### config.mk
export PLATFORM = sky130hd
export DESIGN_NAME = tmr_unit
export DESIGN_NICKNAME = d
export VERILOG_FILES = /design/src/rtl/tmr_pkg.sv /design/src/rtl/tmr_decode.sv /design/src/rtl/tmr_channel.sv /design/src/rtl/tmr_stamp.sv /design/src/rtl/tmr_unit.sv
export SDC_FILE = /design/constraint.sdc
export NUM_CORES = 1
export LEC_CHECK = 0
export BUFFER_PORTS_ARGS = -buffer_cell sky130_fd_sc_hd__buf_4
export CAP_MARGIN = 25
export CELL_PAD_IN_SITES_DETAIL_PLACEMENT = 1
export CELL_PAD_IN_SITES_GLOBAL_PLACEMENT = 2
export CORE_MARGIN = 2
export CORE_UTILIZATION = 35
export CTS_CLUSTER_DIAMETER = 80
export DETAILED_ROUTE_END_ITERATION = 6
export PLACE_DENSITY = 0.75
export SLEW_MARGIN = 20
export SYNTH_ARGS = -nofsm -noshare
export SYNTH_HDL_FRONTEND = slang
export SYNTH_SLANG_ARGS = --single-unit
### constraint.sdc
create_clock -name clk -period 3.15 [get_ports clk]
set_clock_uncertainty 0.15 [all_clocks]
set_input_delay 0.4725 -clock clk [delete_from_list [all_inputs] [get_ports clk]]
set_output_delay 0.4725 -clock clk [all_outputs]
set_load 0.03 [all_outputs]
### src/rtl/tmr_pkg.sv
package tmr_pkg;
    localparam int NCH    = 3;
    localparam int BUS_W  = 32;
    localparam int ADDR_W = 8;

    localparam int CTL_RUN_BIT  = 7;
    localparam int CTL_PER_BIT  = 6;
    localparam int CTL_FAST_BIT = 3;
    localparam int STAMP_EN_BIT = 8;

    localparam logic [ADDR_W-1:0] STAMP_LO_ADDR = 8'h60;
    localparam logic [ADDR_W-1:0] STAMP_HI_ADDR = 8'h64;

    typedef struct packed {
        logic run;
        logic periodic;
        logic fast;
    } chan_cfg_t;

    typedef enum logic [1:0] {
        REG_LOAD  = 2'd0,
        REG_VALUE = 2'd1,
        REG_CTRL  = 2'd2,
        REG_CLEAR = 2'd3
    } chan_reg_e;

    function automatic logic [ADDR_W-1:0] chan_base(input int idx);
        case (idx)
            0:       return 8'h00;
            1:       return 8'h20;
            default: return 8'h80;
        endcase
    endfunction

    function automatic logic [ADDR_W-1:0] chan_reg_addr(input int idx, input chan_reg_e r);
        return chan_base(idx) + {4'h0, r, 2'b00};
    endfunction

    function automatic logic [BUS_W-1:0] cfg_to_word(input chan_cfg_t c);
        logic [BUS_W-1:0] w;
        w = '0;
        w[CTL_RUN_BIT]  = c.run;
        w[CTL_PER_BIT]  = c.periodic;
        w[CTL_FAST_BIT] = c.fast;
        return w;
    endfunction

    function automatic chan_cfg_t word_to_cfg(input logic [BUS_W-1:0] w);
        chan_cfg_t c;
        c.run      = w[CTL_RUN_BIT];
        c.periodic = w[CTL_PER_BIT];
        c.fast     = w[CTL_FAST_BIT];
        return c;
    endfunction
endpackage

### src/rtl/tmr_decode.sv
module tmr_decode
    import tmr_pkg::*;
(
    input  logic [ADDR_W-1:0] addr,
    output logic [NCH-1:0]    hit,
    output chan_reg_e         kind,
    output logic              stamp_lo,
    output logic              stamp_hi
);
    always_comb begin
        kind = chan_reg_e'(addr[3:2]);
        for (int i = 0; i < NCH; i++) begin
            hit[i] = (addr[7:4] == chan_base(i)[7:4]) && (addr[1:0] == 2'b00);
        end
        stamp_lo = (addr == STAMP_LO_ADDR);
        stamp_hi = (addr == STAMP_HI_ADDR);
    end
endmodule

### src/rtl/tmr_channel.sv
module tmr_channel
    import tmr_pkg::*;
#(
    parameter int W = 16
) (
    input  logic             clk,
    input  logic             rst,
    input  logic             wr_load,
    input  logic             wr_ctrl,
    input  logic             wr_clear,
    input  logic [BUS_W-1:0] wdata,
    input  logic             tick_fast,
    input  logic             tick_slow,
    output logic [W-1:0]     load_q,
    output logic [W-1:0]     count,
    output chan_cfg_t        cfg,
    output logic             irq
);
    logic step;
    logic underflow;

    assign step      = cfg.run && (cfg.fast ? tick_fast : tick_slow);
    assign underflow = step && !wr_load && (count == '0);

    always_ff @(posedge clk) begin
        if (rst) begin
            load_q <= '0;
            count  <= '0;
            cfg    <= '0;
            irq    <= 1'b0;
        end else begin
            if (wr_ctrl) cfg <= word_to_cfg(wdata);
            if (wr_load) begin
                load_q <= wdata[W-1:0];
                count  <= wdata[W-1:0];
            end else if (step) begin
                if (count == '0) count <= cfg.periodic ? load_q : '1;
                else             count <= count - 1'b1;
            end
            if (underflow)     irq <= 1'b1;
            else if (wr_clear) irq <= 1'b0;
        end
    end
endmodule

### src/rtl/tmr_stamp.sv
module tmr_stamp #(
    parameter int W    = 40,
    parameter int LO_W = 32,
    localparam int HI_W = W - LO_W
) (
    input  logic            clk,
    input  logic            rst,
    input  logic            tick,
    input  logic            wr_hi,
    input  logic            en_in,
    input  logic            rd_lo,
    output logic [W-1:0]    count,
    output logic            run,
    output logic [HI_W-1:0] snap
);
    always_ff @(posedge clk) begin
        if (rst) begin
            count <= '0;
            run   <= 1'b0;
            snap  <= '0;
        end else begin
            if (wr_hi)       run   <= en_in;
            if (run && tick) count <= count + 1'b1;
            if (rd_lo)       snap  <= count[W-1:LO_W];
        end
    end
endmodule

### src/rtl/tmr_unit.sv
module tmr_unit
    import tmr_pkg::*;
#(
    parameter int CH1_W      = 16,
    parameter int CH2_W      = 16,
    parameter int CH3_W      = 32,
    parameter int STAMP_W    = 40,
    parameter int STAMP_LO_W = 32
) (
    input  logic              clk,
    input  logic              rst,
    input  logic              bus_wr,
    input  logic              bus_rd,
    input  logic [ADDR_W-1:0] bus_addr,
    input  logic [BUS_W-1:0]  bus_wdata,
    output logic [BUS_W-1:0]  bus_rdata,
    input  logic              tick_fast,
    input  logic              tick_slow,
    input  logic              tick_stamp,
    output logic [NCH-1:0]    irq
);
    localparam int STAMP_HI_W = STAMP_W - STAMP_LO_W;

    logic [NCH-1:0]        hit;
    chan_reg_e             kind;
    logic                  sel_lo;
    logic                  sel_hi;
    logic [BUS_W-1:0]      ch_load_w  [NCH];
    logic [BUS_W-1:0]      ch_count_w [NCH];
    chan_cfg_t             ch_cfg     [NCH];
    logic [STAMP_W-1:0]    stamp_cnt;
    logic                  stamp_run;
    logic [STAMP_HI_W-1:0] stamp_snap;
    logic [BUS_W-1:0]      rd_next;

    tmr_decode u_dec (
        .addr     (bus_addr),
        .hit      (hit),
        .kind     (kind),
        .stamp_lo (sel_lo),
        .stamp_hi (sel_hi)
    );

    for (genvar i = 0; i < NCH; i++) begin : g_ch
        localparam int W = (i == 0) ? CH1_W : (i == 1) ? CH2_W : CH3_W;
        logic [W-1:0] ld;
        logic [W-1:0] cn;
        logic         irq_w;

        tmr_channel #(.W(W)) u_ch (
            .clk       (clk),
            .rst       (rst),
            .wr_load   (bus_wr && hit[i] && kind == REG_LOAD),
            .wr_ctrl   (bus_wr && hit[i] && kind == REG_CTRL),
            .wr_clear  (bus_wr && hit[i] && kind == REG_CLEAR),
            .wdata     (bus_wdata),
            .tick_fast (tick_fast),
            .tick_slow (tick_slow),
            .load_q    (ld),
            .count     (cn),
            .cfg       (ch_cfg[i]),
            .irq       (irq_w)
        );

        assign ch_load_w[i]  = BUS_W'(ld);
        assign ch_count_w[i] = BUS_W'(cn);
        assign irq[i]        = irq_w;
    end

    tmr_stamp #(.W(STAMP_W), .LO_W(STAMP_LO_W)) u_stamp (
        .clk   (clk),
        .rst   (rst),
        .tick  (tick_stamp),
        .wr_hi (bus_wr && sel_hi),
        .en_in (bus_wdata[STAMP_EN_BIT]),
        .rd_lo (bus_rd && sel_lo),
        .count (stamp_cnt),
        .run   (stamp_run),
        .snap  (stamp_snap)
    );

    always_comb begin
        rd_next = '0;
        for (int i = 0; i < NCH; i++) begin
            if (hit[i]) begin
                case (kind)
                    REG_LOAD:  rd_next = ch_load_w[i];
                    REG_VALUE: rd_next = ch_count_w[i];
                    REG_CTRL:  rd_next = cfg_to_word(ch_cfg[i]);
                    default:   rd_next = '0;
                endcase
            end
        end
        if (sel_lo) rd_next = BUS_W'(stamp_cnt[STAMP_LO_W-1:0]);
        if (sel_hi) begin
            rd_next                   = '0;
            rd_next[STAMP_HI_W-1:0]   = stamp_snap;
            rd_next[STAMP_EN_BIT]     = stamp_run;
        end
    end

    always_ff @(posedge clk) begin
        if (rst)         bus_rdata <= '0;
        else if (bus_rd) bus_rdata <= rd_next;
        else             bus_rdata <= '0;
    end
endmodule

* After elaboration in Yosys (flattened, before gate mapping) *
Index checks and enable logic that the tools add are counted.
W data, S select, Z words.

word-level totals
  flip-flop bits (word level) = 221
  latch bits = 0
  bits in writable memories = 0
  ROM bits = 0
  input port bits = 47
  output and inout port bits = 35
  word-level logic and storage cells = 108
  memories = 0

operators by class
  add/sub/neg operators = 4
  multipliers = 0
  divide/modulo/power cells = 0
  order comparisons = 0
  equal/unequal tests = 7
  shift-type cells = 0
  mux-type cells = 29
  bitwise gates (word level) = 1
  reductions and logical operators = 44

operators by type and width
  cell                     number
  $mux W32                 7
  $mux W16                 9
  $pmux W16 S3             2
  $pmux W32 S3             1
  $add A40 B1 Y40 const B  1
  $logic_not A16 Y1        2
  $logic_not A32 Y1        1
  $sub A16 B1 Y16 const B  2
  $sub A32 B1 Y32 const B  1
  $logic_and A1 B1 Y1      27
  $eq A8 B7 Y1 const B     2
  $reduce_bool A2 Y1       6
  $mux W1                  9
  $mux W9                  1
  $eq A2 B2 Y1 const B     2
  $eq A4 B2 Y1 const B     1
  $eq A4 B4 Y1 const B     1
  $logic_not A2 Y1         2
  $logic_not A4 Y1         1
  $logic_not A1 Y1         3
  $reduce_or A3 Y1         1
  $eq A2 B1 Y1 const B     1
  $reduce_or A2 Y1         1
  $not A1 Y1               1

* Logic depth before layout (Yosys ltp) *
  depth in word-level cells = 8
  mapped depth = 10
  gate-level depth less buffers = 8

* Hierarchy *
Synthesis repeated with hierarchy kept, for this count alone.

unflattened totals
  cell total of the unflattened synthesis = 1450
  area total of the unflattened synthesis = 12406.9 um^2

modules (own cells, without submodules)
  module                       times used  cells each  area each (um^2)  seq. area each (um^2)
  tmr_channel at g_ch[2].u_ch  1           446         3723.6            1361.3
  tmr_unit                     1           291         2418.6            640.6
  tmr_stamp                    1           261         2264.7            980.9
  tmr_channel at g_ch[1].u_ch  1           222         2000.7            720.7
  tmr_channel at g_ch[0].u_ch  1           219         1920.6            720.7
  tmr_decode                   1           11          78.8              0.0

* Worst setup path before layout *
OpenSTA, ideal clock, no wires.

  path kind = input to register
  start = in bus_addr[4]
  end = reg g_ch[2].u_ch.count[6]
  setup time = 134 ps
  data arrival time = 2459 ps
  required time = 2866 ps
  setup slack = 407 ps
  stages = 9
  path buffers = 4
  cells stage by stage = or4_1 > clkbuf_1 > or3_1 > clkbuf_1 > nand2_1 > or2_2 > clkbuf_1 > clkbuf_1 > o22ai_1

on the way
  longest elaborated chain between the ends = 5
  elaborated cells on any way between the ends = 6
  classes of those cells = eq/ne (1); mux (1); reduce/logical (4)

ends and longest elaborated chain
  item                                                   line               source
  start, declared                                        tmr_unit.sv:14     input logic [ADDR_W-1:0] bus_addr,
  $eq A4 B4 Y1 *                                         tmr_decode.sv:13   hit[i] = (addr[7:4] == chan_base(i)[7:4]) && (addr[1:0] == 2'b00);
  $logic_and A1 B1 Y1 *                                  tmr_decode.sv:13
  $logic_and A1 B1 Y1 * (2 in series)                    tmr_unit.sv:53     .wr_load (bus_wr && hit[i] && kind == REG_LOAD),
  $mux W32 / $reduce_bool A2 Y1 (equally long branches)  n/a
  end signal, assigned                                   tmr_channel.sv:35  count <= wdata[W-1:0];
  end signal, assigned                                   tmr_channel.sv:37  if (count == '0) count <= cfg.periodic ? load_q : '1;
  end signal, assigned                                   tmr_channel.sv:38  else count <= count - 1'b1;
  end, declared                                          tmr_channel.sv:15  output logic [W-1:0] count,

Mark *: on every way between the ends. The rest lies on a longest branch, timed or not.
A chain may end at the register's enable or synchronous reset.

* Final worst setup path *
  start = reg g_ch[2].u_ch.count[21]
  end = reg g_ch[2].u_ch.count[20]

on the way
  longest elaborated chain between the ends = 4

ends and longest elaborated chain
  item               line               source
  $logic_not A32 Y1  tmr_channel.sv:37
  $mux W32           tmr_channel.sv:37
  $mux W32           tmr_channel.sv:36  end else if (step) begin
  $mux W32           tmr_channel.sv:33  if (wr_load) begin

No other way between the ends. The select of a mux whose other input is x is not followed.

==> results.json <==
{
  "dieArea_um2": 34800,
  "gp_congestion": 0.899,
  "drc": 0,
  "finalSetupTns_ps": 0,
  "synth_seq_cells": 221,
  "crit_type": "register to register",
  "cp_max_fo": 7,
  "coreArea_um2": 32600,
  "routed_via_density": 5.74,
  "area_growth_pct": 19.1,
  "r2r_slack_ps": 270,
  "slowest_stage": "or4_4",
  "powerDensity_nw_per_um2": 472,
  "synth_cell_types": 68,
  "cp-startpoint": "g_ch[2].u_ch.count[21]$_SDFFE_PP0P_",
  "fp-row-count": 66,
  "start_kind": "register",
  "antenna_found_initial": 0,
  "vias": 11391,
  "preCtsSetupSlack_ps": 295,
  "min-delay-start": "bus_wdata[26]",
  "hpwl_mm": 32.5,
  "p_total_mw": 6.55,
  "dpl_cell_area_um2": 12900,
  "dp_cells": 1935,
  "num_io_pins": 82,
  "syn_area_um2": 11700,
  "initial_utilization": 0.357,
  "endpoint_kind": "register",
  "post-synth-top-count-cell": "dfxtp_1",
  "cts_buffers": 27,
  "ctsLongestPathBuffers": 3,
  "yosysTopAreaCellShare": 0.380,
  "synthTopCellsByCount": "dfxtp_1 (221), nand2_1 (199), a21oi_1 (141)",
  "fin_util": 0.425,
  "async_flop_share": 0,
  "critPathRequiredTime_ps": 3480,
  "setup-violations-final": 0,
  "critPathBufInv": 0,
  "cts_resized": 0,
  "die_h_um": 186,
  "wl_mm": 45.2,
  "fin_crit_sh": 0.915,
  "netlist_top_cells_area": "dfxtp_1 (38%), nand2_1 (6.4%), a21oi_1 (6.1%), nor2_1 (4.2%), mux2i_1 (3.8%)",
  "synth_cells": 1454,
  "root_buffer": "clkbuf_16",
  "tightest_slew_ps": 905,
  "synth-edff-count": 0,
  "setup_slack_ps": 266,
  "antenna_cells": 0,
  "r2r-start": "g_ch[2].u_ch.count[21]$_SDFFE_PP0P_",
  "die_width_um": 186,
  "grt_overflow_total": 0,
  "hold_violations": 0,
  "dr.pass1.iters": 5,
  "first_iter_violations": 671,
  "hold_slack_ps": 65.4,
  "min_path_type": "input port to register",
  "synth_top_flop_cell": "dfxtp_1",
  "path_delay_family": "simple AND/OR/NAND/NOR gates",
  "fin_cells": 1984,
  "grt_max_degree": 70,
  "crit_chain": "or4_4 > or4_4 > nor4_4 > nor2_1 > a221oi_1 > o21a_1",
  "cts_tree": "built",
  "yosys_warnings": 0,
  "n_fill_cell": 3891,
  "maxCapViolCount": 0,
  "drv_slew": 0,
  "cts_setup_buffers": 0,
  "p_leak_nw": 4.96,
  "fin_area_um2": 13900,
  "htree_levels": 1,
  "ir_drop_mv": 0.346,
  "synth_nets": 1508,
  "slew_headroom": 0.397,
  "wl_per_cell_um": 22.8,
  "slowest_delay_ps": 550,
  "cts_hold_buf": 0,
  "grt_pass1_wl_mm": 69.7,
  "clk_latency_ps": 540,
  "clock.fmax_mhz": 347,
  "numPortBuffers": 81,
  "rsz0062_at_grt": "false",
  "drive_above_1_share": 0.165,
  "path_depth": 6,
  "path_clk_slew_ps": 60,
  "synth_seq_area_share": 0.380,
  "crit_end": "g_ch[2].u_ch.count[20]$_SDFFE_PP0P_",
  "clock-sinks": 221,
  "outcome": "complete, no violations",
  "fin_nets": 1576,
  "grt_pass1_vias": 11501,
  "yosysTopAreaCell": "dfxtp_1",
  "rr_endpoint": "g_ch[2].u_ch.count[20]$_SDFFE_PP0P_",
  "cpMostUsedCell": "or4_4",
  "postSynthAreaPerCell_um2": 8.01,
  "rr_worst_depth": 6,
  "critPathArrivalTime_ps": 3220,
  "fin_crit_ps": 2880,
  "final_antenna_net_count": 0,
  "grt.total_usage": 0.254
}
## placed cells by master, fill, tap and decap left out, drive strengths merged, types with 7 or more instances in the layout
cell type    n
a221oi       9
or4         18
and3         7
nand2      199
a31oi       13
buf        143
mux2i       44
ha           7
clkbuf      36
o211ai      11
inv         23
mux2        31
o22ai       29
nor2       131
or3         16
o221a       10
a2111oi      7
nor4        25
nand3       45
a22oi       21
a21oi      142
dfxtp      221
xor2        33
nand2b      10
nor3        44
a211oi      20
xnor2       32
o21ai       69
nand3b      33
a21boi      25
## cell families (layout without fill, tap and decap cells)
family,after synthesis,in the layout,synth area share
AND/OR/NAND/NOR,569,569,0.240
AO/OA/AOI/OAI,391,391,0.212
flip-flops,221,221,0.380
buffers and inverters,126,214,0.0447
multiplexers,75,75,0.0678
XOR/XNOR,65,65,0.0489
adder cells (fa/ha/maj),7,7,0.00752
## per-layer routing
layer  track usage  wire length, um  share of wire
met1         0.361            21400           0.47
met2         0.405            20200           0.45
met3        0.0365             2420          0.053
met4        0.0647             1190          0.026
met5             0                0              0
## layout make-up
| type | count | area (um^2) | share of cell area |
|---|---|---|---|
| clock buffer | 36 | 769 | 0.0554 |
| clock inverter | 13 | 199 | 0.0143 |
| inverter | 22 | 82.6 | 0.00595 |
| multi-input combinational | 1107 | 6720 | 0.484 |
| sequential | 221 | 4420 | 0.319 |
| tap | 442 | 553 | 0.0398 |
| timing repair buffer | 143 | 1130 | 0.0812 |
## tightest hold or removal path: cells and delay by family
family / cells / cell delay, ps
compound gates: 1 / 110
buf+inv: 1 / 70
simple gates: 1 / 50
## sequential cells by signal, summed over array words and instances (netlist names)
signal,flops
g_ch.u_ch.count,64
g_ch.u_ch.load_q,64
u_stamp.count,40
bus_rdata,32
g_ch.u_ch.cfg,9
u_stamp.snap,8
g_ch.u_ch.irq,3
u_stamp.run,1
## report_power, final
part / internal, mW / leakage, nW / switching (mW) / total (mW)
Clock: 2.12 / 0.474 / 1.32 / 3.43
Combinational: 0.108 / 2.71 / 0.208 / 0.316
Sequential: 2.80 / 1.78 / 0.00446 / 2.80
## worst min path at each step
stage	endpoint	slack [ps]	depth (start not counted)
2_1_floorplan	bus_rdata[1]$_SDFF_PP0_	280	2
3_3_place_gp	g_ch[0].u_ch.load_q[0]$_SDFFE_PP0P_	300	2
3_5_place_dp	u_stamp.snap[7]$_SDFFE_PP0P_	300	2
4_1_cts	g_ch[2].u_ch.load_q[26]$_SDFFE_PP0P_	50	3
5_1_grt	g_ch[2].u_ch.load_q[26]$_SDFFE_PP0P_	80	3
6_report	g_ch[2].u_ch.load_q[26]$_SDFFE_PP0P_	70	3
(Power assumes the default switching activity.)
